**src/rtl/usel_pkg.sv**
```systemverilog
package usel_pkg;

    localparam int UF_W   = 3;
    localparam int NUM_UF = 1 << UF_W;
    localparam int ADDR_W = 7;
    localparam int CAPS_W = 2 * NUM_UF + 2 * ADDR_W;
    localparam int ERR_W  = 3;

    localparam int ERR_CZERO = 0;
    localparam int ERR_OVLP  = 1;
    localparam int ERR_ASYNC = 2;

    typedef enum logic [1:0] {
        SPD_FULL = 2'b00,
        SPD_LOW  = 2'b01,
        SPD_HIGH = 2'b10,
        SPD_RSVD = 2'b11
    } speed_e;

    typedef enum logic [1:0] {
        PID_OUT   = 2'b00,
        PID_IN    = 2'b01,
        PID_SETUP = 2'b10,
        PID_RSV   = 2'b11
    } pid_e;

    typedef struct packed {
        logic [ADDR_W-1:0] port;
        logic [ADDR_W-1:0] hub;
        logic [NUM_UF-1:0] cmask;
        logic [NUM_UF-1:0] smask;
    } caps_t;

    typedef struct packed {
        logic              s_hit;
        logic              c_hit;
        logic              s_any;
        logic              c_any;
        logic              overlap;
    } hits_t;

    typedef struct packed {
        logic              cand;
        logic              ss;
        logic              cs;
        logic              hs;
        logic              dir_in;
        logic [ADDR_W-1:0] hub;
        logic [ADDR_W-1:0] port;
        logic              ss_next;
        logic [ERR_W-1:0]  err;
    } result_t;

    function automatic logic speed_is_split(speed_e s);
        return (s == SPD_FULL) || (s == SPD_LOW);
    endfunction

endpackage

```
**src/rtl/usel_mask_pick.sv**
```systemverilog
module usel_mask_pick #(
    parameter int UF_W = usel_pkg::UF_W,
    localparam int NUF = 1 << UF_W
) (
    input  logic [UF_W-1:0] idx,
    input  logic [NUF-1:0]  smask,
    input  logic [NUF-1:0]  cmask,
    output usel_pkg::hits_t hits
);
    logic [NUF-1:0] sel;

    // one-hot decode of the microframe slot
    for (genvar i = 0; i < NUF; i++) begin : g_sel
        assign sel[i] = (idx == UF_W'(i));
    end

    always_comb begin
        hits.s_hit   = |(sel & smask);
        hits.c_hit   = |(sel & cmask);
        hits.s_any   = |smask;
        hits.c_any   = |cmask;
        hits.overlap = |(smask & cmask);
    end
endmodule

```
**src/rtl/usel_rule.sv**
```systemverilog
module usel_rule
    import usel_pkg::*;
(
    input  speed_e            speed,
    input  logic              periodic,
    input  logic              active,
    input  logic              split_state,
    input  logic              cs_done,
    input  pid_e              pid,
    input  hits_t             hits,
    input  logic [ADDR_W-1:0] hub,
    input  logic [ADDR_W-1:0] port,
    output result_t           res
);
    logic split_ep;
    logic use_c;
    logic go;

    always_comb begin
        split_ep = speed_is_split(speed);
        use_c    = split_ep && periodic;
        go       = active && periodic;

        res = '0;
        res.err[ERR_CZERO] = use_c && !hits.c_any;
        res.err[ERR_OVLP]  = use_c && hits.overlap;
        res.err[ERR_ASYNC] = !periodic && hits.s_any;

        res.hs = go && (speed == SPD_HIGH) && hits.s_hit;
        res.ss = go && split_ep && !split_state && hits.s_hit;
        res.cs = go && split_ep && split_state && hits.c_hit && hits.c_any;

        res.dir_in = res.hs && (pid == PID_IN);
        res.cand   = res.hs || res.ss || res.cs;

        if (res.ss || res.cs) begin
            res.hub  = hub;
            res.port = port;
        end

        if (res.ss)
            res.ss_next = 1'b1;
        else if (res.cs && cs_done)
            res.ss_next = 1'b0;
        else
            res.ss_next = split_state;
    end
endmodule

```
**src/rtl/usel_out_reg.sv**
```systemverilog
module usel_out_reg
    import usel_pkg::*;
(
    input  logic    clk,
    input  logic    rst,
    input  logic    tick,
    input  result_t nxt,
    output result_t q
);
    always_ff @(posedge clk) begin
        if (rst) begin
            q <= '0;
        end else if (tick) begin
            q <= nxt;
        end else begin
            q.cand   <= 1'b0;
            q.ss     <= 1'b0;
            q.cs     <= 1'b0;
            q.hs     <= 1'b0;
            q.dir_in <= 1'b0;
            q.err    <= '0;
        end
    end
endmodule

```
**src/rtl/uframe_split_sel.sv**
```systemverilog
module uframe_split_sel
    import usel_pkg::*;
(
    input  logic                clk,
    input  logic                rst,
    input  logic                tick,
    input  logic [UF_W-1:0]     uframe_idx,
    input  logic [CAPS_W-1:0]   ep_caps,
    input  logic [1:0]          ep_speed,
    input  logic                on_periodic,
    input  logic                active,
    input  logic                split_state,
    input  logic                cs_done,
    input  logic [1:0]          tok_pid,
    output logic                candidate,
    output logic                start_split,
    output logic                complete_split,
    output logic                hs_xact,
    output logic                hs_dir_in,
    output logic [ADDR_W-1:0]   hub_addr,
    output logic [ADDR_W-1:0]   hub_port,
    output logic                split_state_next,
    output logic [ERR_W-1:0]    cfg_err
);
    caps_t   caps;
    hits_t   hits;
    result_t res_d;
    result_t res_q;

    assign caps = caps_t'(ep_caps);

    usel_mask_pick #(.UF_W(UF_W)) u_pick (
        .idx   (uframe_idx),
        .smask (caps.smask),
        .cmask (caps.cmask),
        .hits  (hits)
    );

    usel_rule u_rule (
        .speed       (speed_e'(ep_speed)),
        .periodic    (on_periodic),
        .active      (active),
        .split_state (split_state),
        .cs_done     (cs_done),
        .pid         (pid_e'(tok_pid)),
        .hits        (hits),
        .hub         (caps.hub),
        .port        (caps.port),
        .res         (res_d)
    );

    usel_out_reg u_oreg (
        .clk  (clk),
        .rst  (rst),
        .tick (tick),
        .nxt  (res_d),
        .q    (res_q)
    );

    assign candidate        = res_q.cand;
    assign start_split      = res_q.ss;
    assign complete_split   = res_q.cs;
    assign hs_xact          = res_q.hs;
    assign hs_dir_in        = res_q.dir_in;
    assign hub_addr         = res_q.hub;
    assign hub_port         = res_q.port;
    assign split_state_next = res_q.ss_next;
    assign cfg_err          = res_q.err;
endmodule

```
**config.mk**
```make
export PLATFORM = sky130hd
export DESIGN_NAME = uframe_split_sel
export DESIGN_NICKNAME = d
export VERILOG_FILES = /design/src/rtl/usel_pkg.sv /design/src/rtl/usel_mask_pick.sv /design/src/rtl/usel_rule.sv /design/src/rtl/usel_out_reg.sv /design/src/rtl/uframe_split_sel.sv
export SDC_FILE = /design/constraint.sdc
export NUM_CORES = 1
export LEC_CHECK = 0
export ABC_AREA = 1
export CAP_MARGIN = 15
export CORE_ASPECT_RATIO = 0.75
export CORE_MARGIN = 5
export CORE_UTILIZATION = 42
export CTS_BUF_LIST = sky130_fd_sc_hd__clkbuf_4
export CTS_CLUSTER_DIAMETER = 200
export DETAILED_ROUTE_END_ITERATION = 10
export PLACE_DENSITY = 0.79
export SKIP_LAST_GASP = 1
export SLEW_MARGIN = 5
export SYNTH_ARGS = -nofsm -noshare
export SYNTH_HDL_FRONTEND = slang
export SYNTH_HIERARCHICAL = 1
export SYNTH_SLANG_ARGS = --single-unit
```
**constraint.sdc**
```tcl
create_clock -name clk -period 2 [get_ports clk]
set_input_delay 0.4 -clock clk [delete_from_list [all_inputs] [get_ports clk]]
set_output_delay 0.4 -clock clk [all_outputs]
set_load 0.01 [all_outputs]
```
==> out/metrics.yaml, run 1 <==
outcome:
  status: "finished clean"
power:
  switching_share_pct: 26.8
  leakagePower_nw: 1.14
  power_frac_seq_pct: 48.4
  pwr-share-comb_pct: 29.5
  vdd_ir_drop_max_mv: 0.293
  intPower_w: 0.000732
  power_w: 0.00100
  pwr-share-clk_pct: 22.0
  switchingPower_w: 0.000269
  p_per_area_nw_per_um2: 450
synth:
  syn_area_um2: 1400
  synthTopCellsByCount: "nand2_1, nor2_1, inv_1"
  ys_seq_area_share_pct: 32.9
  synth-edff-count: 0
  synth_top_area_share_pct: 32.9
  yosysUniqueCellTypes: 15
  synth_area_leader_cell: "dfxtp_1"
  yosys.cell_count.top_type: "nand2_1"
  async_reset_ff_share_pct: 0
  synth_ff_type: "dfxtp_1"
  synth-seq-cells: 23
  synth.top_cells.by_area: "dfxtp_1, nand2_1, nor2_1, inv_1, nand4_1"
  yosys_warnings: 6
  synth_nets: 277
  syn_avg_cell_area_um2: 6.00
  postSynthCellCount: 233
clock_tree:
  cts_sinks: 23
  cts.reportedPaths.clkPinSlew_ns: 0.12
  htreeDepth: 1
  cts_root_buffer: "clkbuf_4"
  cts_buffers: 3
  cts_tree: "done"
  clk_latency_ns: 0.30
  clock_path_buffers: 2
  ctsHoldBuffers: 0
setup_path:
  worstPathArrival_ns: 2.11
  cp-end-kind: "flip-flop"
  crit_type: "input port to flip-flop"
  required_ns: 2.26
  crit_fanout: 7
  start_kind: "input port"
  cp-startpoint: "ep_caps[13]"
  worstReg2RegStart: "u_oreg/q[14]"
cells_and_area:
  nets: 352
  drive_gt1_share_pct: 9.77
  regArea_um2: 460
  syn_to_final_growth_pct: 59.1
  fill_cells: 289
  regMostFlops: "u_oreg/q"
  finalInstanceArea_um2: 2230
  reg_top3: "u_oreg/q: 23 flops"
  instances_no_fill: 347
  multi_input_area_um2: 684
  largest_reg_flops: 23
  num_antenna_cells: 0
timing:
  hold_viol: 0
  finalCriticalPeriod_ns: 1.86
  timing.fmax_mhz: 539
  tightest_slew_ns: 0.385
  fin_skew_ns: 0
  rsz0062_at_grt: "no"
  slew_viol_final: 0
  post-route-worst-setup-slack_ns: 0.144
  slew_headroom_pct: 74.3
  min_period_over_period_pct: 92.8
  hold_ws_ns: 0.478
  setup_violations: 0
placed_design:
  hpwlAfterDp_mm: 3.25
  dp_slack_ns: -0.258
  finalWeightedCongestion: 0.949
  placedInstanceArea_um2: 2150
  dpl.cell_count: 342
  io_buffer_count: 66
route:
  dr.first_iter.drc_count: 152
  totalWireLength_mm: 3.97
  avgViaCountPerCell: 4.59
  drc: 0
  drtAntennaViolNets: 0
  first_pass_iters: 4
  post_drt_wl_per_cell_um: 11.4
  vias: 1591
global_routing:
  grt_overflow: 0
  grt_max_degree: 23
  grt_pass1_wl_mm: 6.44
  antenna_found_initial: 0
  grt_usage_pct: 17.3
  first_global_vias: 1451
job:
  drv_cap: 0
hold_path:
  min_from: "u_oreg/q[7]"
  min_path_type: "flip-flop to flip-flop"
die:
  initial_utilization_pct: 43.1
  pin_count: 67
  core_area_um2: 3240
  die_area_um2: 4600
  die_w_um: 76.6
  rows: 18
  die_y_um: 60.0
## path summary, 6_finish.rpt
check	depth (start not counted)	slack, ns	to
min	2	0.48	u_oreg/q[7]
max	14	0.14	u_oreg/q[16]
max reg2reg	2	1.43	u_oreg/q[14]
min reg2reg	2	0.48	u_oreg/q[7]
## critical path, stage by stage
cell and delay (ns):
clkdlybuf4s50_1 0.53, nand4_1 0.11, nand2_1 0.09, nor2_1 0.05, nand2_1 0.09, nand3_2 0.11, a21oi_4 0.23, clkbuf_16 0.18
nand2_1 0.05, inv_1 0.04, inv_1 0.03, nand2_1 0.05, nand2_1 0.06, nor2_1 0.08
## cell usage in the layout (no fill, tap or decap), types with 2 or more instances in the layout
cell type	count
nand2_1	68
clkdlybuf4s50_1	63
nor2_1	50
inv_1	45
dfxtp_1	23
nand4_1	14
buf_4	7
nand3_1	7
nand2_2	5
clkbuf_4	4
inv_2	4
nor4_1	4
dlymetal6s2s_1	3
buf_12	3
nand3_2	2
## per-layer routing
metal  track usage (%)  wire [µm]  vias up
met5                 0          0        -
met2              27.2       1760       56
met3              5.12        289        4
met4              2.74         37        0
met1              23.9       1880      685
li1                  -          -      846
## power groups by stage
stage,logic [W],clock network [W],registers (W)
floorplan,0.000115,0,0.000503
global placement,0.000286,0,0.000495
detailed placement,0.000289,0,0.000495
CTS,0.000290,0.000232,0.000485
global route,0.000323,0.000251,0.000487
finish,0.000295,0.000220,0.000485
## area by class of cell
class | count | share of cell area [%]
Clock buffer | 4 | 1.35
Inverter | 49 | 8.26
Multi-Input combinational cell | 153 | 30.7
Sequential cell | 23 | 20.7
Tap cell | 40 | 2.25
Timing Repair Buffer | 78 | 36.7
## timing repair
item / CTS / global route
endpoints found under the hold margin: 0 / 0
endpoints found under the setup margin: 0 / 14
buffers inserted: 0 / 0
gates resized for setup: 0 / 5
## per-stage QoR
stage | TNS, ns | util (%)
4_1_cts | 0 | 67.4
6_report | 0 | 68.6
2_1_floorplan | 0 | -
5_1_grt | 0 | 68.6
3_3_place_gp | -2.39 | 66.4
3_5_place_dp | -3.41 | 66.4
## cell families (layout without fill, tap and decap cells)
logic type | after synthesis | in the layout | share of synthesized area, %
buffers and inverters | 57 | 131 | 18.5
flip-flops | 23 | 23 | 32.9
AND/OR/NAND/NOR | 152 | 152 | 47.4
AO/OA/AOI/OAI | 1 | 1 | 1.16
Power figures use the tool's default switching activity.
==> inputs of run 2 (changes only) <==
--- a/config.mk
+++ b/config.mk
@@ -6,8 +6,7 @@
 export NUM_CORES = 1
 export LEC_CHECK = 0
 export ABC_AREA = 1
-export CAP_MARGIN = 15
-export CORE_ASPECT_RATIO = 0.75
+export CAP_MARGIN = 20
 export CORE_MARGIN = 5
 export CORE_UTILIZATION = 42
 export CTS_BUF_LIST = sky130_fd_sc_hd__clkbuf_4
==> run 2 against run 1 <==
Effect of this change: utilization grew 0.81 points; critical endpoint is now u_oreg/q[22]; fmax rose by 6.5%; power increased by 1.6%; design area grew 2.5%; clock skew is the same; combinational power up 3%; sequential power about the same; wire length decreased by 5.9%; count of clock-buffer cells in the layout did not move; via count shrank 2.0%; highest routed layer unchanged.
==> out/metrics.yaml, run 2 (synthesis results as in run 1) <==
setup_path:
  worstPathArrival_ns: 1.94
  required_ns: 2.20
  start_kind: "input port"
  crit_fanout: 3
  worstPathCellList: "clkdlybuf4s50_1 -> nor4_1 -> nand2_1 -> buf_4 -> nand2_1 -> nor2_1 -> buf_4 -> nand2_1 -> nand3_1 -> inv_1 -> nor2_1"
  crit_family: "buffers and inverters"
  cp-end-kind: "flip-flop"
  crit_slowest_cell: "clkdlybuf4s50_1"
  r2r_slack_ns: 1.44
  crit_cells: 11
  crit_type: "input port to flip-flop"
  rr_endpoint: "u_oreg/q[11]"
  worstReg2RegStart: "u_oreg/q[11]"
  worst-path-buf-inv: 4
  cpPeakStageDelay_ns: 0.47
  crit_top_cell: "nand2_1"
  r2r_cells: 2
cells_and_area:
  num_antenna_cells: 0
  syn_to_final_growth_pct: 63.1
  fill_cells: 309
  final_cell_mix: "nand2_1, clkdlybuf4s50_1, nor2_1, inv_1, dfxtp_1"
  nets: 361
  reg_top3: "u_oreg/q: 23 flops"
  largest_reg_flops: 23
  layout_commonest_cell: "nand2_1"
  drive_gt1_share_pct: 12.3
  regMostFlops: "u_oreg/q"
route:
  totalWireLength_mm: 3.73
  first_pass_iters: 4
  dr.first_iter.drc_count: 134
  drc: 0
  vias: 1559
  drtAntennaViolNets: 0
  post_drt_wl_per_cell_um: 10.3
  avgViaCountPerCell: 4.31
global_routing:
  grt_overflow: 0
  grt_pass1_wl_mm: 6.05
  grt_usage_pct: 16.9
  antenna_found_initial: 0
  grt_max_degree: 21
  first_global_vias: 1414
clock_tree:
  cts.reportedPaths.clkPinSlew_ns: 0.14
  cts_buffers: 3
  cts_sinks: 23
  clock_path_buffers: 2
  clk_latency_ns: 0.32
  htreeDepth: 1
  cts_root_buffer: "clkbuf_4"
  ctsHoldBuffers: 0
  cts_tree: "done"
  cts_resized: 0
  post-cts-setup-buffer-count: 0
timing:
  finalCriticalPeriod_ns: 1.74
  slew_viol_final: 0
  slew_headroom_pct: 81.5
  setup_violations: 0
  post-route-worst-setup-slack_ns: 0.257
  min_period_over_period_pct: 87.1
  timing.fmax_mhz: 574
  tightest_slew_ns: 0.276
  hold_viol: 0
  rsz0062_at_grt: "no"
  fin_skew_ns: 0
  hold_ws_ns: 0.477
placed_design:
  finalWeightedCongestion: 0.920
  io_buffer_count: 66
  dp_slack_ns: -0.209
  hpwlAfterDp_mm: 3.00
die:
  initial_utilization_pct: 42.6
  core_area_um2: 3280
  die_area_um2: 4580
  die_w_um: 67.7
  rows: 21
  die_y_um: 67.7
  pin_count: 67
hold_path:
  min_from: "u_oreg/q[10]"
  min_path_type: "flip-flop to flip-flop"
  min_to: "u_oreg/q[10]"
  hold_depth: 2
outcome:
  status: "finished clean"
power:
  vdd_ir_drop_max_mv: 0.244
  p_per_area_nw_per_um2: 446
  power_w: 0.00102
  leakagePower_nw: 1.17
job:
  drv_cap: 0
-- run 2: worst register-to-register path: cells and delay by family (launching register included) --
family	cells	cell delay, ns
flops	1	0.34
simple gates	2	0.14
-- run 2: final cells by class --
type	count	area [µm²]	area share (%)
clock buffers	4	30.0	1.32
repair buffers	87	862	37.8
inverters	49	186	8.17
flip-flops and latches	23	460	20.2
multi-input cells	153	684	30.0
well taps	46	57.6	2.52
-- run 2: through the flow --
stage / TNS (ns) / cells / cell area (µm²) / util [%]
CTS: 0 / 361 / 2250 / 68.4
detailed placement: -2.63 / 357 / 2220 / 67.5
floorplan: 0 / 233 / 1400 / -
finish: 0 / 362 / 2280 / 69.4
global placement: -2.24 / 357 / 2220 / 67.5
global route: 0 / 362 / 2280 / 69.4
-- run 2: worst max-delay path by stage --
| stage | from | end | slack [ns] |
|---|---|---|---|
| final | ep_caps[12] | u_oreg/q[22] | 0.26 |
| after global routing | ep_caps[15] | u_oreg/q[11] | 0.08 |
| after CTS | uframe_idx[0] | u_oreg/q[4] | 0.12 |
| after detailed placement | uframe_idx[0] | u_oreg/q[11] | -0.21 |
| after global placement | uframe_idx[0] | u_oreg/q[11] | -0.17 |
| after floorplan | uframe_idx[0] | u_oreg/q[10] | 0.38 |
-- run 2: layer usage --
metal	part of all wire (%)	vias to the layer above	GRT usage, %
li1	-	857	-
met1	44	662	21.8
met2	50	38	29.3
met3	5.4	2	2.33
met4	0.70	0	4.56
met5	0	-	0
-- run 2: report_power, final --
| part | leakage [nW] | switching, W | internal, W |
|---|---|---|---|
| logic | 0.967 | 0.000131 | 0.000174 |
| registers | 0.188 | 0.00000790 | 0.000476 |
| clock network | 0.0184 | 0.000136 | 0.0000914 |
